## src/rtl/i2cs_pkg.sv

```systemverilog
package i2cs_pkg;
  typedef enum logic [2:0] {
    ST_IDLE, ST_RX, ST_ACK_WAIT, ST_ACK, ST_TX, ST_MACK
  } st_e;
  localparam logic [4:0] DEV_PREFIX = 5'b10011;
  localparam logic [7:0] BCAST_WR   = 8'h90;
  localparam logic [4:0] HS_CODE    = 5'b00001;
endpackage

```

## src/rtl/i2cs_sync.sv

```systemverilog
module i2cs_sync #(
  parameter int W      = 2,
  parameter int STAGES = 2
) (
  input  logic         clk,
  input  logic         rst_n,
  input  logic [W-1:0] d,
  output logic [W-1:0] q
);
  logic [W-1:0] pipe [STAGES];

  for (genvar s = 0; s < STAGES; s++) begin : g_stg
    if (s == 0) begin : g_first
      always_ff @(posedge clk or negedge rst_n)
        if (!rst_n) pipe[s] <= '1;
        else        pipe[s] <= d;
    end else begin : g_next
      always_ff @(posedge clk or negedge rst_n)
        if (!rst_n) pipe[s] <= '1;
        else        pipe[s] <= pipe[s-1];
    end
  end

  assign q = pipe[STAGES-1];
endmodule

```

## src/rtl/i2cs_cond.sv

```systemverilog
module i2cs_cond (
  input  logic clk,
  input  logic rst_n,
  input  logic scl_s,
  input  logic sda_s,
  output logic scl_rise,
  output logic scl_fall,
  output logic start_c,
  output logic stop_c
);
  logic scl_p, sda_p;

  always_ff @(posedge clk or negedge rst_n)
    if (!rst_n) begin
      scl_p <= 1'b1;
      sda_p <= 1'b1;
    end else begin
      scl_p <= scl_s;
      sda_p <= sda_s;
    end

  assign scl_rise = scl_s & ~scl_p;
  assign scl_fall = ~scl_s & scl_p;
  assign start_c  = scl_s & scl_p & sda_p & ~sda_s;
  assign stop_c   = scl_s & scl_p & ~sda_p & sda_s;
endmodule

```

## src/rtl/i2cs_front.sv

```systemverilog
module i2cs_front
  import i2cs_pkg::*;
#(
  parameter logic [4:0] ADDR_PREFIX = DEV_PREFIX,
  parameter logic [7:0] BCAST       = BCAST_WR,
  parameter int         IDX_W       = 4,
  parameter int         SYNC_STAGES = 2
) (
  input  logic             clk,
  input  logic             rst_n,
  input  logic             scl_in,
  input  logic             sda_in,
  input  logic [1:0]       addr_pins,
  input  logic [7:0]       tx_byte,
  output logic             sda_oe,
  output logic             hs_mode,
  output logic             start_seen,
  output logic             stop_seen,
  output logic             byte_valid,
  output logic [7:0]       rx_byte,
  output logic [IDX_W-1:0] byte_index,
  output logic             first_after_addr,
  output logic             ack_done,
  output logic             tx_load
);
  logic [1:0] bus_s;
  logic scl_s, sda_s, scl_rise, scl_fall, start_c, stop_c;

  i2cs_sync #(.W(2), .STAGES(SYNC_STAGES)) u_sync (
    .clk(clk), .rst_n(rst_n), .d({sda_in, scl_in}), .q(bus_s));
  assign scl_s = bus_s[0];
  assign sda_s = bus_s[1];

  i2cs_cond u_cond (
    .clk(clk), .rst_n(rst_n), .scl_s(scl_s), .sda_s(sda_s),
    .scl_rise(scl_rise), .scl_fall(scl_fall),
    .start_c(start_c), .stop_c(stop_c));

  st_e st, st_n;
  logic [2:0] cnt, cnt_n;
  logic [6:0] sr, sr_n, txsr, txsr_n;
  logic hdr, hdr_n, rw, rw_n, mack, mack_n, oe, oe_n, hs, hs_n;
  logic [1:0] a_q, a_n;
  logic cap, cap_n;
  logic [IDX_W-1:0] idx, idx_n, bidx, bidx_n;
  logic bv_n, first, first_n, start_n, stop_n, ackd_n, txld_n;
  logic [7:0] rxb, rxb_n, full;

  assign full = {sr, sda_s};

  always_comb begin
    st_n = st; cnt_n = cnt; sr_n = sr; txsr_n = txsr;
    hdr_n = hdr; rw_n = rw; mack_n = mack; oe_n = oe; hs_n = hs;
    idx_n = idx; bidx_n = bidx; rxb_n = rxb; first_n = first;
    bv_n = 1'b0; start_n = 1'b0; stop_n = 1'b0; ackd_n = 1'b0; txld_n = 1'b0;
    a_n = a_q; cap_n = cap;
    if (!cap) begin
      a_n = addr_pins;
      cap_n = 1'b1;
    end
    if (stop_c) begin
      st_n = ST_IDLE; oe_n = 1'b0; hs_n = 1'b0; stop_n = 1'b1;
    end else if (start_c) begin
      st_n = ST_RX; cnt_n = '0; hdr_n = 1'b1; oe_n = 1'b0;
      idx_n = '0; start_n = 1'b1;
    end else begin
      case (st)
        ST_RX: if (scl_rise) begin
          sr_n  = full[6:0];
          cnt_n = cnt + 3'd1;
          if (cnt == 3'd7) begin
            cnt_n = '0;
            if (hdr) begin
              if (full[7:3] == HS_CODE) begin
                hs_n = 1'b1; st_n = ST_IDLE;
              end else if (full[7:1] == {ADDR_PREFIX, a_q}) begin
                rw_n = full[0]; st_n = ST_ACK_WAIT;
              end else if (full == BCAST) begin
                rw_n = 1'b0; st_n = ST_ACK_WAIT;
              end else begin
                st_n = ST_IDLE;
              end
            end else begin
              bv_n = 1'b1; rxb_n = full; bidx_n = idx;
              first_n = (idx == '0);
              if (idx != '1) idx_n = idx + 1'b1;
              st_n = ST_ACK_WAIT;
            end
          end
        end
        ST_ACK_WAIT: if (scl_fall) begin
          oe_n = 1'b1; st_n = ST_ACK;
        end
        ST_ACK: if (scl_fall) begin
          ackd_n = 1'b1; hdr_n = 1'b0; cnt_n = '0;
          if (rw) begin
            txsr_n = tx_byte[6:0]; oe_n = ~tx_byte[7]; txld_n = 1'b1; st_n = ST_TX;
          end else begin
            oe_n = 1'b0; st_n = ST_RX;
          end
        end
        ST_TX: if (scl_fall) begin
          if (cnt == 3'd7) begin
            oe_n = 1'b0; cnt_n = '0; st_n = ST_MACK;
          end else begin
            oe_n = ~txsr[6]; txsr_n = {txsr[5:0], 1'b0}; cnt_n = cnt + 3'd1;
          end
        end
        ST_MACK: begin
          if (scl_rise) mack_n = ~sda_s;
          if (scl_fall) begin
            ackd_n = 1'b1;
            if (mack) begin
              txsr_n = tx_byte[6:0]; oe_n = ~tx_byte[7]; txld_n = 1'b1; st_n = ST_TX;
            end else begin
              oe_n = 1'b0; st_n = ST_IDLE;
            end
          end
        end
        default: ;
      endcase
    end
  end

  always_ff @(posedge clk or negedge rst_n)
    if (!rst_n) begin
      st <= ST_IDLE; cnt <= '0; sr <= '0; txsr <= '0;
      hdr <= 1'b0; rw <= 1'b0; mack <= 1'b0; oe <= 1'b0; hs <= 1'b0;
      a_q <= '0; cap <= 1'b0; idx <= '0; bidx <= '0; rxb <= '0; first <= 1'b0;
      byte_valid <= 1'b0; start_seen <= 1'b0; stop_seen <= 1'b0;
      ack_done <= 1'b0; tx_load <= 1'b0;
    end else begin
      st <= st_n; cnt <= cnt_n; sr <= sr_n; txsr <= txsr_n;
      hdr <= hdr_n; rw <= rw_n; mack <= mack_n; oe <= oe_n; hs <= hs_n;
      a_q <= a_n; cap <= cap_n; idx <= idx_n; bidx <= bidx_n; rxb <= rxb_n;
      first <= first_n;
      byte_valid <= bv_n; start_seen <= start_n; stop_seen <= stop_n;
      ack_done <= ackd_n; tx_load <= txld_n;
    end

  assign sda_oe = oe;
  assign hs_mode = hs;
  assign rx_byte = rxb;
  assign byte_index = bidx;
  assign first_after_addr = first;

  assert_oe_scl_low_R11: assert property (@(posedge clk) disable iff (!rst_n)
    (oe != $past(oe)) |-> !$past(scl_s));
  assert_hs_stop_clear_R6: assert property (@(posedge clk) disable iff (!rst_n)
    stop_c |=> !hs_mode);
  assert_idle_released_R10: assert property (@(posedge clk) disable iff (!rst_n)
    (st == ST_IDLE) |-> !sda_oe);
  assert_valid_then_ack_R7: assert property (@(posedge clk) disable iff (!rst_n)
    byte_valid |-> (st == ST_ACK_WAIT));
  assert_straps_held_R3: assert property (@(posedge clk) disable iff (!rst_n)
    (cap && $past(cap)) |-> $stable(a_q));
endmodule

```

## config.mk

```make
export PLATFORM = sky130hd
export DESIGN_NAME = i2cs_front
export DESIGN_NICKNAME = d
export VERILOG_FILES = /design/src/rtl/i2cs_pkg.sv /design/src/rtl/i2cs_sync.sv /design/src/rtl/i2cs_cond.sv /design/src/rtl/i2cs_front.sv
export SDC_FILE = /design/constraint.sdc
export NUM_CORES = 1
export LEC_CHECK = 0
export ABC_AREA = 1
export CAP_MARGIN = 30
export CELL_PAD_IN_SITES_DETAIL_PLACEMENT = 1
export CELL_PAD_IN_SITES_GLOBAL_PLACEMENT = 1
export CORE_ASPECT_RATIO = 1.1
export CORE_MARGIN = 2
export CORE_UTILIZATION = 40
export DETAILED_ROUTE_END_ITERATION = 16
export GPL_TIMING_DRIVEN = 0
export PLACE_DENSITY = 0.88
export SLEW_MARGIN = 20
export SYNTH_ARGS = -nofsm -noshare
export SYNTH_HDL_FRONTEND = slang
export SYNTH_HIERARCHICAL = 1
export SYNTH_SLANG_ARGS = --single-unit
```

## constraint.sdc

```tcl
create_clock -name clk -period 3.64 [get_ports clk]
set_input_delay 1.092 -clock clk [delete_from_list [all_inputs] [get_ports clk]]
set_output_delay 1.092 -clock clk [all_outputs]
set_load 0.005 [all_outputs]
```

==> impl_metrics.env, run 1 <==
export IMPL_grt_overflow=0
export IMPL_crit_chain="clkdlybuf4s50_1"
export IMPL_post_route_util_pct=49.8
export IMPL_cts_resized_gates=0
export IMPL_ys_seq_area_share_pct=50.8
export IMPL_nets=394
export IMPL_grt_pass1_wl_um=11600
export IMPL_die_area_mm2=0.00762
export IMPL_power_leakage_nw=1.62
export IMPL_setup_worst_path_end_class="primary output"
export IMPL_antenna_found_initial=0
export IMPL_arrival_ns=1.23
export IMPL_grt_pass1_vias=2554
export IMPL_start_util_pct=41.8
export IMPL_tritoncts="built"
export IMPL_ys_top_cells_by_area="dfrtp_1, nand2_1, dfstp_2, inv_1, nor2_1"
export IMPL_crit_family="buffers and inverters"
export IMPL_max_stage_delay_ns=0.52
export IMPL_place_congestion=0.854
export IMPL_dr_pass1_iters=4
export IMPL_die_w_um=83.4
export IMPL_grt_usage_pct=18.7
export IMPL_timing_hold_ws_ns=0.362
export IMPL_path_buf_inv=1
export IMPL_dpl_hpwl_um=4880
export IMPL_drt_wirelength_per_cell_um=14.5
export IMPL_rsz0062_at_grt="false"
export IMPL_grt_max_degree=57
export IMPL_htree_levels=2
export IMPL_timing_fmax_mhz=431
export IMPL_required_ns=2.55
export IMPL_power_total_mw=1.67
export IMPL_drc_errors=0
export IMPL_rrSetupSlack_ns=1.43
export IMPL_fin_ws_ns=1.32
export IMPL_tightest_slew_ns=0.716
export IMPL_maxCapViolCount=0
export IMPL_hold_class="register to register"
export IMPL_synth_ff_type="dfrtp_1"
export IMPL_synth_top_area_share_pct=45.1
export IMPL_cts_root_buffer="clkbuf_8"
export IMPL_drv_slew=0
export IMPL_power_density_mw_per_mm2=504
export IMPL_setup_viol=0
export IMPL_synth_ff_latch_count=56
export IMPL_via_per_inst=5.10
export IMPL_yosysTopAreaCell="dfrtp_1"
export IMPL_fin_cells=457
export IMPL_hold_viol=0
export IMPL_synth_cells=334
export IMPL_ios=34
export IMPL_relSlewSlack_pct=52.3
export IMPL_vias=2330
export IMPL_clk_pin_slew_ns=0.11
export IMPL_place_ws_ns=1.48
export IMPL_insertion_delay_ns=0.32
export IMPL_ys_types=33
export IMPL_cp_max_fo=2
export IMPL_synth_warnings=6
export IMPL_cp_start_kind="register"
export IMPL_synth_edff_count=0
export IMPL_cts_made_buffers=5
export IMPL_drt_iter0_drc=80
export IMPL_synth_common_cells="nand2_1, dfrtp_1, inv_1, nor2_1, o21ai_1"
export IMPL_cts_buffer_depth=2
export IMPL_fin_crit_ns=2.32
export IMPL_core_mm2=0.00663
export IMPL_clock_skew_final_ns=0.00844
export IMPL_num_rows=31
export IMPL_status="completed"
export IMPL_wirelength_um=6610
export IMPL_postSynth_asyncResetShare_pct=100
export IMPL_die_h_um=91.4
export IMPL_cts_sinks=56
export IMPL_area_growth_pct=19.0
export IMPL_diodes=0
export IMPL_ir_drop_uv=298
export IMPL_fin_crit_sh_pct=63.7
export IMPL_syn_cell_area_mm2=0.00278
export IMPL_dp_cells=449
export IMPL_yosysMostFrequentCell="nand2_1"
export IMPL_ctsHoldBuffers=0
export IMPL_post_cts_setup_buffers=0
export IMPL_syn_avg_cell_area_um2=8.31
export IMPL_syn_num_nets=354
export IMPL_io_buffers=33
export IMPL_worstSetupPathType="register to primary output"
export IMPL_ant_nets=0
export IMPL_drive_above_1_share_pct=12.0
export IMPL_slowest_stage="clkdlybuf4s50_1"
## state kept, by name, indices dropped and copies added (netlist names), 2 cells and up
signal	count
rx_byte	8
sr	7
txsr	7
byte_index	4
idx	4
cnt	3
st	3
a_q	2
u_sync/pipe	2
u_sync/q	2
## final timing paths
| check | cells after the start | to | from |
|---|---|---|---|
| worst max-delay path | 1 | hs_mode | hs_mode |
| worst min-delay path | 0 | u_sync/q[1] | u_sync/pipe[3] |
| worst max register to register | 10 | cnt[1] | u_sync/q[0] |
| worst min register to register | 0 | u_sync/q[1] | u_sync/pipe[3] |
| max in group asynchronous | 1 | txsr[1] | rst_n |
| min in group asynchronous | 1 | txsr[4] | rst_n |
## power by group
part / internal (mW) / total [mW] / leakage [nW] / switching, mW
sequential: 0.731 / 0.814 / 0.724 / 0.0833
combinational: 0.184 / 0.483 / 0.844 / 0.298
clock: 0.156 / 0.368 / 0.0516 / 0.212
## per-layer routing
layer	vias up	global-route usage [%]	share of wire, %
li1	1147	-	-
met1	1130	21.8	43
met2	43	34.4	52
met3	10	3.45	2.8
met4	0	6.18	1.6
met5	-	0	0
## cells in the final DEF (no fill, tap or decap), drive strengths merged
cell type | Yosys | final
nand2 | 106 | 106
dfrtp | 50 | 50
inv | 36 | 37
nor2 | 35 | 35
clkdlybuf4s50 | 0 | 32
o21ai | 31 | 31
nand3 | 20 | 20
a21oi | 10 | 10
nand4 | 9 | 9
buf | 7 | 8
nor3 | 7 | 7
ha | 6 | 6
clkbuf | 0 | 6
dfstp | 6 | 6
o21a | 2 | 2
clkinv | 1 | 2
and2 | 1 | 1
xor2 | 1 | 1
mux2 | 1 | 1
o21bai | 1 | 1
o211ai | 1 | 1
or2 | 1 | 1
a31oi | 1 | 1
conb | 1 | 1
## stage by stage
step	instance area (um2)	TNS (ns)
2_1_floorplan	2780	0
3_3_place_gp	3210	-12.64
3_5_place_dp	3210	0
4_1_cts	3300	0
5_1_grt	3300	0
6_report	3300	0
## cell families after synthesis
kind of cell	after synthesis	synth area share (%)
other cells	1	0.135
buf+inv	44	6.67
compound gates	46	9.51
simple gates	179	29.5
fa+ha+maj	6	2.71
xor+xnor	1	0.316
mux	1	0.406
flops	56	50.8
## layout make-up
class,count,area (um2)
Fill cell,834,3330
Sequential cell,56,1410
Multi-Input combinational cell,234,1180
Timing Repair Buffer,33,328
Inverter,37,139
Tap cell,82,103
Clock buffer,6,82.6
Buffer,7,46.3
Clock inverter,2,13.8
(Power assumes the default switching activity.)
==> run 2, diff against run 1 <==
CORE_UTILIZATION = 37   (was 40)
PLACE_DENSITY = 0.86   (was 0.88)
clock period = 1.9 ns   (was 3.64 ns; I/O delays follow)
==> impl_metrics.env, run 2 (synthesized netlist as in run 1, its figures left out) <==
export IMPL_vias=2349
export IMPL_setup_viol=0
export IMPL_timing_fmax_mhz=555
export IMPL_path_buf_inv=1
export IMPL_maxCapViolCount=0
export IMPL_grt_max_degree=57
export IMPL_clock_skew_final_ns=0.00589
export IMPL_dpl_hpwl_um=4830
export IMPL_power_density_mw_per_mm2=1000
export IMPL_nets=400
export IMPL_num_rows=33
export IMPL_arrival_ns=1.23
export IMPL_max_stage_delay_ns=0.52
export IMPL_place_congestion=0.847
export IMPL_hold_class="primary input to async pin"
export IMPL_tritoncts="built"
export IMPL_drive_above_1_share_pct=16.0
export IMPL_fillers=899
export IMPL_p_clk_share_pct=26.6
export IMPL_start_util_pct=37.8
export IMPL_antenna_found_initial=0
export IMPL_die_area_mm2=0.00821
export IMPL_tightest_slew_ns=0.711
export IMPL_status="completed"
export IMPL_grt_overflow=0
export IMPL_ctsHoldBuffers=0
export IMPL_cp_start_kind="register"
export IMPL_via_per_inst=5.02
export IMPL_worstSetupPathType="register to primary output"
export IMPL_internal_power_mw=2.30
export IMPL_drt_wirelength_per_cell_um=14.4
export IMPL_timing_hold_ws_ns=0.297
export IMPL_relSlewSlack_pct=52.6
export IMPL_hold_viol=0
export IMPL_area_growth_pct=24.3
export IMPL_final_cell_mix="nand2_1, dfrtp_1, clkdlybuf4s50_1"
export IMPL_htree_levels=2
export IMPL_p_comb_share_pct=28.0
export IMPL_cp_max_fo=2
export IMPL_drt_iter0_drc=83
export IMPL_p_sw_share_pct=33.3
export IMPL_drv_slew=0
export IMPL_core_mm2=0.00735
export IMPL_cts_made_buffers=5
export IMPL_cts_buffer_depth=2
export IMPL_dr_pass1_iters=4
export IMPL_ir_drop_uv=561
export IMPL_grt_usage_pct=17.5
export IMPL_io_buffers=33
export IMPL_layout_commonest_cell="nand2_1"
export IMPL_crit_chain="clkdlybuf4s50_1"
export IMPL_drc_errors=0
export IMPL_crit_family="buffers and inverters"
export IMPL_ant_nets=0
export IMPL_p_seq_share_pct=45.3
export IMPL_cts_sinks=56
export IMPL_power_total_mw=3.45
export IMPL_cts_root_buffer="clkbuf_8"
export IMPL_setup_worst_path_end_class="primary output"
export IMPL_slowest_stage="clkdlybuf4s50_1"
export IMPL_fin_crit_ns=1.80
export IMPL_fin_crit_sh_pct=94.8
export IMPL_die_w_um=86.6
export IMPL_die_h_um=94.8
export IMPL_grt_pass1_vias=2482
export IMPL_insertion_delay_ns=0.31
export IMPL_power_switching_mw=1.15
export IMPL_power_leakage_nw=1.68
export IMPL_wirelength_um=6730
export IMPL_ios=34
export IMPL_grt_pass1_wl_um=11500
export IMPL_diodes=0
export IMPL_largest_reg_flops=8
export IMPL_clk_pin_slew_ns=0.10
export IMPL_required_ns=1.33
[run 2: final cells by class]
| cell class | instances | area, um2 | area share, % |
|---|---|---|---|
| sequential | 56 | 1410 | 40.8 |
| buffer | 7 | 67.6 | 1.96 |
| multi-input combinational | 234 | 1220 | 35.4 |
| timing repair buffer | 39 | 373 | 10.8 |
| clock inverter | 2 | 60.1 | 1.74 |
| clock buffer | 6 | 72.6 | 2.10 |
| tap | 87 | 109 | 3.16 |
| inverter | 37 | 139 | 4.03 |
[run 2: final timing paths]
path                                      from           to  slack [ns]  cells after the start
worst min-delay path                     rst_n      txsr[4]        0.30                      1
worst max-delay path                   hs_mode      hs_mode         0.1                      1
worst min register to register  u_sync/pipe[2]  u_sync/q[0]        0.36                      0
max in group asynchronous                rst_n   rx_byte[4]        1.13                      1
min in group clk                u_sync/pipe[2]  u_sync/q[0]        0.36                      0
worst max register to register     u_sync/q[0]       idx[0]        0.11                     10
[run 2: layer usage]
layer	up-vias	global-route usage (%)	share of wire, %
met2	42	31.1	51
met5	-	0	0
li1	1163	-	-
met4	0	4.56	1.8
met3	14	3.67	3.0
met1	1130	21.6	44
[run 2: stage by stage]
stage / utilization, % / setup TNS (ns) / setup slack, ns / area, um2 / std cells
floorplan: - / 0 / 0.148 / 2780 / 334
global placement: 43.7 / -82.29 / -1.49 / 3210 / 454
detailed placement: 43.7 / -4.31 / -0.241 / 3210 / 454
CTS: 45.8 / -0.211 / -0.0354 / 3370 / 462
global route: 46.9 / -0.0101 / -0.00406 / 3450 / 468
finish: 46.9 / 0 / 0.0992 / 3450 / 468
[run 2: repair_timing]
action / CTS / global route
pin swaps: 0 / 1
setup endpoints to repair: 31 / 36
endpoints found under the hold margin: 0 / 0
buffers inserted: 0 / 6
resized for setup: 7 / 14
[run 2: power by group through the flow]
stage	logic, mW	registers (mW)	clock network [mW]
6_report	0.969	1.56	0.920
5_1_grt	1.11	1.60	0.987
4_1_cts	0.950	1.56	0.939
3_5_place_dp	0.931	1.59	0
3_3_place_gp	0.873	1.57	0
2_1_floorplan	0.672	1.54	0
